### src/rtl/isds_pkg.sv
package isds_pkg;
  localparam int unsigned ISDS_ENTRIES = 4;
  localparam int unsigned ISDS_CHAN_W  = 5;

  typedef enum logic [0:0] {
    ST_IDLE = 1'b0,
    ST_CONV = 1'b1
  } isds_state_t;
endpackage

### src/rtl/isds_cfg_guard.sv
module isds_cfg_guard (
  input  logic clk,
  input  logic rst_n,
  input  logic step_mode,
  input  logic auto_inj,
  output logic illegal_now,
  output logic illegal_q
);
  logic illegal_d;

  always_comb begin
    illegal_now = step_mode & auto_inj;
    illegal_d   = illegal_now;
  end

  always_ff @(posedge clk or negedge rst_n) begin
    if (!rst_n) illegal_q <= 1'b0;
    else        illegal_q <= illegal_d;
  end
endmodule

### src/rtl/isds_position.sv
module isds_position #(
  parameter int unsigned ENTRIES = 4,
  localparam int unsigned IDX_W  = (ENTRIES > 1) ? $clog2(ENTRIES) : 1
) (
  input  logic             clk,
  input  logic             rst_n,
  input  logic             clear,
  input  logic             advance,
  input  logic [IDX_W-1:0] last_idx,
  output logic [IDX_W-1:0] pos,
  output logic [IDX_W-1:0] pos_next,
  output logic             at_last
);
  logic [IDX_W-1:0] pos_d;
  logic             pos_en;

  always_comb begin
    at_last  = (pos == last_idx);
    pos_next = at_last ? '0 : pos + 1'b1;
    pos_en   = clear | advance;
    pos_d    = clear ? '0 : pos_next;
  end

  always_ff @(posedge clk or negedge rst_n) begin
    if (!rst_n)      pos <= '0;
    else if (pos_en) pos <= pos_d;
  end
endmodule

### src/rtl/isds_entry_mux.sv
module isds_entry_mux #(
  parameter int unsigned ENTRIES = 4,
  parameter int unsigned CHAN_W  = 5,
  localparam int unsigned IDX_W  = (ENTRIES > 1) ? $clog2(ENTRIES) : 1
) (
  input  logic [ENTRIES*CHAN_W-1:0] entries,
  input  logic [IDX_W-1:0]          idx,
  output logic [CHAN_W-1:0]         chan
);
  logic [CHAN_W-1:0] slot [ENTRIES];

  for (genvar g = 0; g < ENTRIES; g++) begin : g_slot
    assign slot[g] = entries[g*CHAN_W +: CHAN_W];
  end

  always_comb begin
    chan = slot[0];
    for (int i = 0; i < ENTRIES; i++) begin
      if (idx == IDX_W'(i)) chan = slot[i];
    end
  end
endmodule

### src/rtl/inj_disc_stepper.sv
module inj_disc_stepper
  import isds_pkg::*;
#(
  parameter int unsigned ENTRIES = ISDS_ENTRIES,
  parameter int unsigned CHAN_W  = ISDS_CHAN_W,
  localparam int unsigned IDX_W  = (ENTRIES > 1) ? $clog2(ENTRIES) : 1
) (
  input  logic                      clk,
  input  logic                      rst_n,
  input  logic                      enable,
  input  logic                      step_mode,
  input  logic                      auto_inj,
  input  logic [IDX_W-1:0]          seq_len,
  input  logic [ENTRIES*CHAN_W-1:0] chan_list,
  input  logic                      trig,
  input  logic                      conv_done,
  output logic                      conv_start,
  output logic [CHAN_W-1:0]         conv_chan,
  output logic                      conv_busy,
  output logic                      eoc_pulse,
  output logic                      eos_pulse,
  output logic                      cfg_illegal
);
  isds_state_t       state_q, state_d;
  logic              illegal_now;
  logic [IDX_W-1:0]  pos, pos_next, mux_idx;
  logic              at_last;
  logic              done_evt, launch, chain;
  logic              start_d, eoc_d, eos_d;
  logic [CHAN_W-1:0] chan_sel, chan_d;
  logic              chan_en;

  isds_cfg_guard u_guard (
    .clk         (clk),
    .rst_n       (rst_n),
    .step_mode   (step_mode),
    .auto_inj    (auto_inj),
    .illegal_now (illegal_now),
    .illegal_q   (cfg_illegal)
  );

  isds_position #(.ENTRIES(ENTRIES)) u_pos (
    .clk      (clk),
    .rst_n    (rst_n),
    .clear    (~enable),
    .advance  (done_evt),
    .last_idx (seq_len),
    .pos      (pos),
    .pos_next (pos_next),
    .at_last  (at_last)
  );

  isds_entry_mux #(.ENTRIES(ENTRIES), .CHAN_W(CHAN_W)) u_mux (
    .entries (chan_list),
    .idx     (mux_idx),
    .chan    (chan_sel)
  );

  // Next-state logic
  always_comb begin
    done_evt = enable & (state_q == ST_CONV) & conv_done;
    launch   = enable & (state_q == ST_IDLE) & trig & ~illegal_now;
    chain    = done_evt & ~step_mode & ~at_last;
    mux_idx  = done_evt ? pos_next : pos;
    start_d  = launch | chain;
    eoc_d    = done_evt;
    eos_d    = done_evt & at_last;
    chan_en  = start_d;
    chan_d   = chan_sel;

    state_d = state_q;
    if (!enable)       state_d = ST_IDLE;
    else if (done_evt) state_d = chain ? ST_CONV : ST_IDLE;
    else if (launch)   state_d = ST_CONV;
  end

  // Registers
  always_ff @(posedge clk or negedge rst_n) begin
    if (!rst_n) begin
      state_q    <= ST_IDLE;
      conv_start <= 1'b0;
      eoc_pulse  <= 1'b0;
      eos_pulse  <= 1'b0;
    end else begin
      state_q    <= state_d;
      conv_start <= start_d;
      eoc_pulse  <= eoc_d;
      eos_pulse  <= eos_d;
    end
  end

  always_ff @(posedge clk or negedge rst_n) begin
    if (!rst_n)       conv_chan <= '0;
    else if (chan_en) conv_chan <= chan_d;
  end

  assign conv_busy = (state_q == ST_CONV);
endmodule

### config.mk
export PLATFORM = sky130hd
export DESIGN_NAME = inj_disc_stepper
export DESIGN_NICKNAME = d
export VERILOG_FILES = /design/src/rtl/isds_pkg.sv /design/src/rtl/isds_cfg_guard.sv /design/src/rtl/isds_position.sv /design/src/rtl/isds_entry_mux.sv /design/src/rtl/inj_disc_stepper.sv
export SDC_FILE = /design/constraint.sdc
export NUM_CORES = 1
export LEC_CHECK = 0
export ABC_CLOCK_PERIOD_IN_PS = 3200
export BUFFER_PORTS_ARGS = -buffer_cell sky130_fd_sc_hd__buf_2
export CORE_MARGIN = 3
export CORE_UTILIZATION = 52
export CTS_CLUSTER_SIZE = 28
export DETAILED_ROUTE_END_ITERATION = 7
export PLACE_DENSITY = 0.84
export SLEW_MARGIN = 25
export SYNTH_ARGS = -nofsm -noshare
export SYNTH_HDL_FRONTEND = slang
export SYNTH_SLANG_ARGS = --single-unit
### constraint.sdc
create_clock -name clk -period 3.2 [get_ports clk]
set_input_delay 0.16 -clock clk [delete_from_list [all_inputs] [get_ports clk]]
set_output_delay 0.16 -clock clk [all_outputs]
set_load 0.02 [all_outputs]
Yosys cells after proc, flatten, opt, wreduce, memory -nomap -nowiden

Cells that the tools add are included.

Bits in registers: 12
Latch bits: 0
RAM bits: 0
Memory bits (read-only): 0
Input bits: 29
Output and inout port bits: 10
Logic and storage cells: 39
Memories kept: 0

Add/subtract/negate cells: 1
Multipliers: 0
Div/mod/pow operators: 0
$lt $le $gt $ge: 0
Eq/ne operators: 5
Shifts and indexed selects: 0
Muxes and demuxes: 10
Bitwise gates (word level): 16
Reduce and logical (&&, ||, !) cells: 0

Operator list:

| operator                                      | number |
|---|---|
| two-way mux 5 bit                             | 3 |
| bitwise AND 1 bit                             | 9 |
| two-way mux 2 bit                             | 3 |
| inverter 1 bit                                | 5 |
| == test 2 bit, second input constant          | 2 |
| two-way mux 1 bit                             | 4 |
| != test 3 x 1 -> 1 bit, second input constant | 1 |
| adder 2 x 1 -> 2 bit, second input constant   | 1 |
| == test 2 x 1 -> 1 bit, second input constant | 1 |
| == test 2 bit                                 | 1 |
| bitwise OR 1 bit                              | 2 |

Depth between registers and ports, before layout

Word-level depth: 7
Gate-level depth with buffers: 7
Mapped depth without buffers: 6

By module

A second synthesis with hierarchy kept.

Cell total of the unflattened synthesis: 53
Area, all modules: 683.2 um2

Modules (own cells, without submodules):

| module           | instances | cells an instance | area each (um2) | seq. area each (um2) |
|---|---|---|---|---|
| inj_disc_stepper | 1         | 26                | 375.4           | 225.2 |
| isds_position    | 1         | 19                | 152.6           | 50.0 |
| isds_entry_mux   | 1         | 6                 | 123.9           | 0.0 |
| isds_cfg_guard   | 1         | 2                 | 31.3            | 25.0 |

Worst setup path after synthesis

OpenSTA, ideal clock, no wires.

Path kind: register to register
Start point: register state_q, in the netlist conv_busy
End point: register conv_chan[0]
Library setup time: 0.120 ns
Data arrival time: 1.657 ns
Required time: 3.080 ns
Slack: 1.422 ns
Cell stages (with the launch flop): 8
Path through: dfrtp_1 -> buf_2 -> nand3_4 -> buf_2 -> a32o_1 -> a221oi_1 -> o2111ai_1 -> o211a_1

Word-level cells in the longest chain between the ends: 7
Elaborated cells on any way between the ends: 16
Classes of those cells: eq/ne (3); mux (4); bitwise (9)

RTL lines:

| element                        | RTL line               | source |
|---|---|---|
| start: declaration             | inj_disc_stepper.sv:24 | `isds_state_t state_q, state_d;` |
| start signal: assignment       | inj_disc_stepper.sv:85 | `state_q <= state_d;` |
| bitwise AND 1 bit (2 in a row) | inj_disc_stepper.sv:61 | `done_evt = enable & (state_q == ST_CONV) & conv_done;` |
| two-way mux 2 bit              | inj_disc_stepper.sv:64 | `mux_idx = done_evt ? pos_next : pos;` |
| == test 2 x 1 -> 1 bit         | isds_entry_mux.sv:19   | `if (idx == IDX_W'(i)) chan = slot[i];` |
| two-way mux 5 bit (3 in a row) | isds_entry_mux.sv:19   |  |
| end signal: assignment         | inj_disc_stepper.sv:94 | `else if (chan_en) conv_chan <= chan_d;` |
| end: declaration               | inj_disc_stepper.sv:18 | `output logic [CHAN_W-1:0] conv_chan,` |

Several ways; a longest one is shown, not always the timed one.
A chain may end at the register's enable or synchronous reset.

Final worst setup path

Start point: register u_pos.pos[0]
End point: register conv_chan[1]

Word-level cells in the longest chain between the ends: 7
Elaborated cells on any way between the ends: 13
Classes of those cells: add/sub (1); eq/ne (4); mux (5); bitwise (3)

RTL lines:

| element                                               | RTL line                                 | source |
|---|---|---|
| start: declaration                                    | isds_position.sv:10                      | `output logic [IDX_W-1:0] pos,` |
| start signal: assignment                              | isds_position.sv:26                      | `else if (pos_en) pos <= pos_d;` |
| adder 2 x 1 -> 2 bit or == test 2 bit (tied branches) | isds_position.sv:19, isds_position.sv:18 |  |
| two-way mux 2 bit                                     | isds_position.sv:19                      | `pos_next = at_last ? '0 : pos + 1'b1;` |
| two-way mux 2 bit                                     | inj_disc_stepper.sv:64                   |  |
| == test 2 x 1 -> 1 bit                                | isds_entry_mux.sv:19                     |  |
| two-way mux 5 bit (3 in a row)                        | isds_entry_mux.sv:19                     |  |

Several ways; a longest one is shown, not always the timed one.

==> results.md <==
* Status: complete, no violations
* Average wire length per cell after detail routing at 15.65 um
* Leading cell types in the layout, fill and taps excluded: buf_2, dfrtp_1, nor2_1
* Predominant post-synthesis flop cell: dfrtp_1
* Cell chosen for the clock root: clkbuf_4
* Wire length of the first global-routing pass at 4.326 mm
* Die extent in x at 50.37 um
* Clock skew after layout at 0.004272 ns
* Relative contribution of combinational cells to total power at 32.5%
* Synth Net Count at 142
* Worst Setup Start Kind: register
* Post-synthesis instance area at 1023 um^2
* RSZ-0062 raised after global routing: false
* Fraction of layout cells with a size suffix above 1 at 34.48%
* Floorplan die height at 50.37 um
* Overall Global Routing Usage at 21.68%
* Data arrival time of the critical path at 2.20 ns
* Worst slew margin relative to its limit at 57.48%
* Fin. max-slew vios at 0
* Cell internal pwr at 0.2731 mW
* Pleak at 0.5458 nW
* Switching share of power at 34.23%
* Gate count after technology mapping at 113
* Biggest area contributors in the synthesized netlist: dfrtp_1, mux2_2, a221oi_1
* Placed Cells at 166
* Required time at the worst-slack endpoint at 3.38 ns
* Share of flip-flops with an asynchronous set or reset at 100.0%
* Clk_lat worst skew at 0.28 ns
* Iteration count of the initial detailed-routing pass at 4
* GR met1 Demand/Resource at 26.52%
* Maximum fanout along the worst path at 23
* CTS H-tree lvls at 1
* Worst-Margin Slew at 0.6378 ns
* Post-synthesis cell type with the largest combined area: dfrtp_1
* Sequential share of power at 44.8%
* RePlAce Congestion at 0.8728
* DR DRC count at 0
* Die ar. at 2537 um^2
* Number of DRC markers after the initial detailed-route iteration at 31
* Number of hold-slack violations in the final timing report at 0
* Pwr dens at 336.9 nW/um^2
* Total inserted antenna cells at 0
* # nets final at 176
* Maximum clock rate at 494.8 MHz
* Post-CTS Resized at 0
* Sequential fraction of the synthesis area at 29.34%
* Clock power share at 22.7%
* Count of flip-flops with a built-in enable after synthesis at 0
* Via count at 1,071
* Relative area change from synthesis to final layout at 20.42%
* Final count of negative-setup-slack endpoints at 0
* Worst Hold Slack at 0.1033 ns
* Quantity of I/O buffers inserted on ports at 38
* Vias in the first global route at 966
* Setup TNS at 0 ns
* Leftover overflow at the end of global routing at 0
* Met2 usage at 38.26%
* Worst setup path category: register to register
* M3 GR Usage at 4.451%
* Power dissipated by switching net loads at 0.1421 mW
* Post-Syn Area per Cell at 9.057 um^2
* Post-route antenna net violation count at 0
* Share of the synthesized area in the top cell type at 29.34%
* Number of standard cells in the layout, taps in and fillers out at 170
* Crit path time final at 2.021 ns
* Number of sinks on the clock net at 12
* Clock transition at the registers of the reported paths at 0.07 ns
* TritonCTS clock tree: done
* Leading cell type in the layout, fill and taps excluded: buf_2
* Count of unique library cells instantiated by Yosys at 40
* Placed wire-length estimate at 2.003 mm
* Crit end category: register
* Worst VDD drop at 0.3048 mV
* Initial Utilization at 57.40%
* Peak-usage layer in the global routing report: met2
* I/O pins at 39
* Max-cap violation count at 0
* Largest net degree at the start of global routing at 27
* Yosys synthesis warning count at 0
* Number of antenna violations at the first check in global routing at 0
* Standard-cell row count at 15
* Final critical-path share of the clock period at 63.16%
* Post-CTS setup buffers at 0
* Synth Register Bits at 12
* Wire length reported by the detailed router at 2.660 mm
* Post-detailed-route via-to-cell ratio at 6.300
* Classification of the worst-slack hold path: input port to register
* Core area at 1783 um^2
* Clock buffer count from CTS at 3
* Deepest clock path buffer count at 2
cell usage after synthesis, types with 2 or more instances:
| library cell | number |
|---|---|
| dfrtp_1 | 12 |
| nor2_1 | 6 |
| a221oi_1 | 5 |
| and3_1 | 5 |
| nor3_1 | 5 |
| nor3b_1 | 5 |
| o21ai_0 | 5 |
| a32o_1 | 4 |
| a32oi_1 | 4 |
| clkbuf_1 | 4 |
| mux2_2 | 4 |
| nand4b_1 | 4 |
| o2111ai_1 | 4 |
| o211a_1 | 4 |
| or3_1 | 4 |
| buf_2 | 3 |
| nand3_1 | 3 |
| nor2b_1 | 3 |
| a21oi_1 | 2 |
| and2_1 | 2 |
| buf_1 | 2 |
| inv_1 | 2 |
| nand2_1 | 2 |
| nand2b_1 | 2 |
| o31ai_1 | 2 |
cell type report:
type	instances	area (um^2)
timing repair buffer	39	200.2
sequential	12	300.3
inverter	3	11.26
clock buffer	3	22.52
tap	25	31.28
fill	142	550.5
multi-input combinational	88	666.9
sequential cells by signal (all words and copies together), names as in the netlist:
register and count:
conv_chan 5, u_pos.pos 2, conv_busy 1, conv_start 1
eoc_pulse 1, eos_pulse 1, u_guard.illegal_q 1
layer usage:
layer	wire length (um)	part of all wire [%]	vias to the layer above
met3	206	7.7	3
met2	1388	52	53
met5	0	0	-
met4	28	1.1	0
met1	1037	39	503
li1	-	-	512
stage by stage:
step | area (um^2) | utilization, % | power, mW | setup WS (ns)
floorplan | 1023 | - | 0.2683 | 1.422
global placement | 1200 | 67.30 | 0.3200 | 1.241
detailed placement | 1200 | 67.30 | 0.3233 | 1.201
CTS | 1232 | 69.12 | 0.4179 | 1.182
global route | 1232 | 69.12 | 0.4392 | 1.028
finish | 1232 | 69.12 | 0.4152 | 1.179
logic make-up after synthesis:
family,count (synthesis),share of synthesized area (%)
flip-flops,12,29.34
AO/OA/AOI/OAI,35,27.87
multiplexers,5,5.379
AND/OR/NAND/NOR,46,29.46
buffers and inverters,13,5.501
XOR/XNOR,2,2.446
path summary, 6_finish.rpt:
path                               from  cells past startpoint  slack [ns]           endpoint
max                        u_pos.pos[0]                      5        1.18       conv_chan[1]
min                            auto_inj                      2        0.10  u_guard.illegal_q
max reg2reg                u_pos.pos[0]                      5        1.18       conv_chan[1]
min reg2reg                conv_chan[3]                      2        0.48       conv_chan[3]
max in group asynchronous         rst_n                      2        2.69       u_pos.pos[1]
min in group asynchronous         rst_n                      2        0.30       conv_chan[3]
critical path: stages, from the launching register on:
cell	delay (ns)
dfrtp_1	0.75
xor2_1	0.24
nor2_1	0.07
o32a_1	0.36
or3_1	0.38
o211a_1	0.12
power by group through the flow:
stage          combinational (mW)  sequential [mW]  clock (mW)
6_report                    0.135            0.186      0.0943
5_1_grt                     0.147            0.189       0.104
4_1_cts                     0.136            0.186      0.0962
3_5_place_dp                0.135            0.189           0
3_3_place_gp                0.132            0.188           0
2_1_floorplan              0.0624            0.206           0
timing repair:
item                                   CTS  global route
setup endpoints to repair                0             0
endpoints found under the hold margin   12             0
hold buffers                             1             0
No activity file was read; power rests on OpenSTA's default activity.
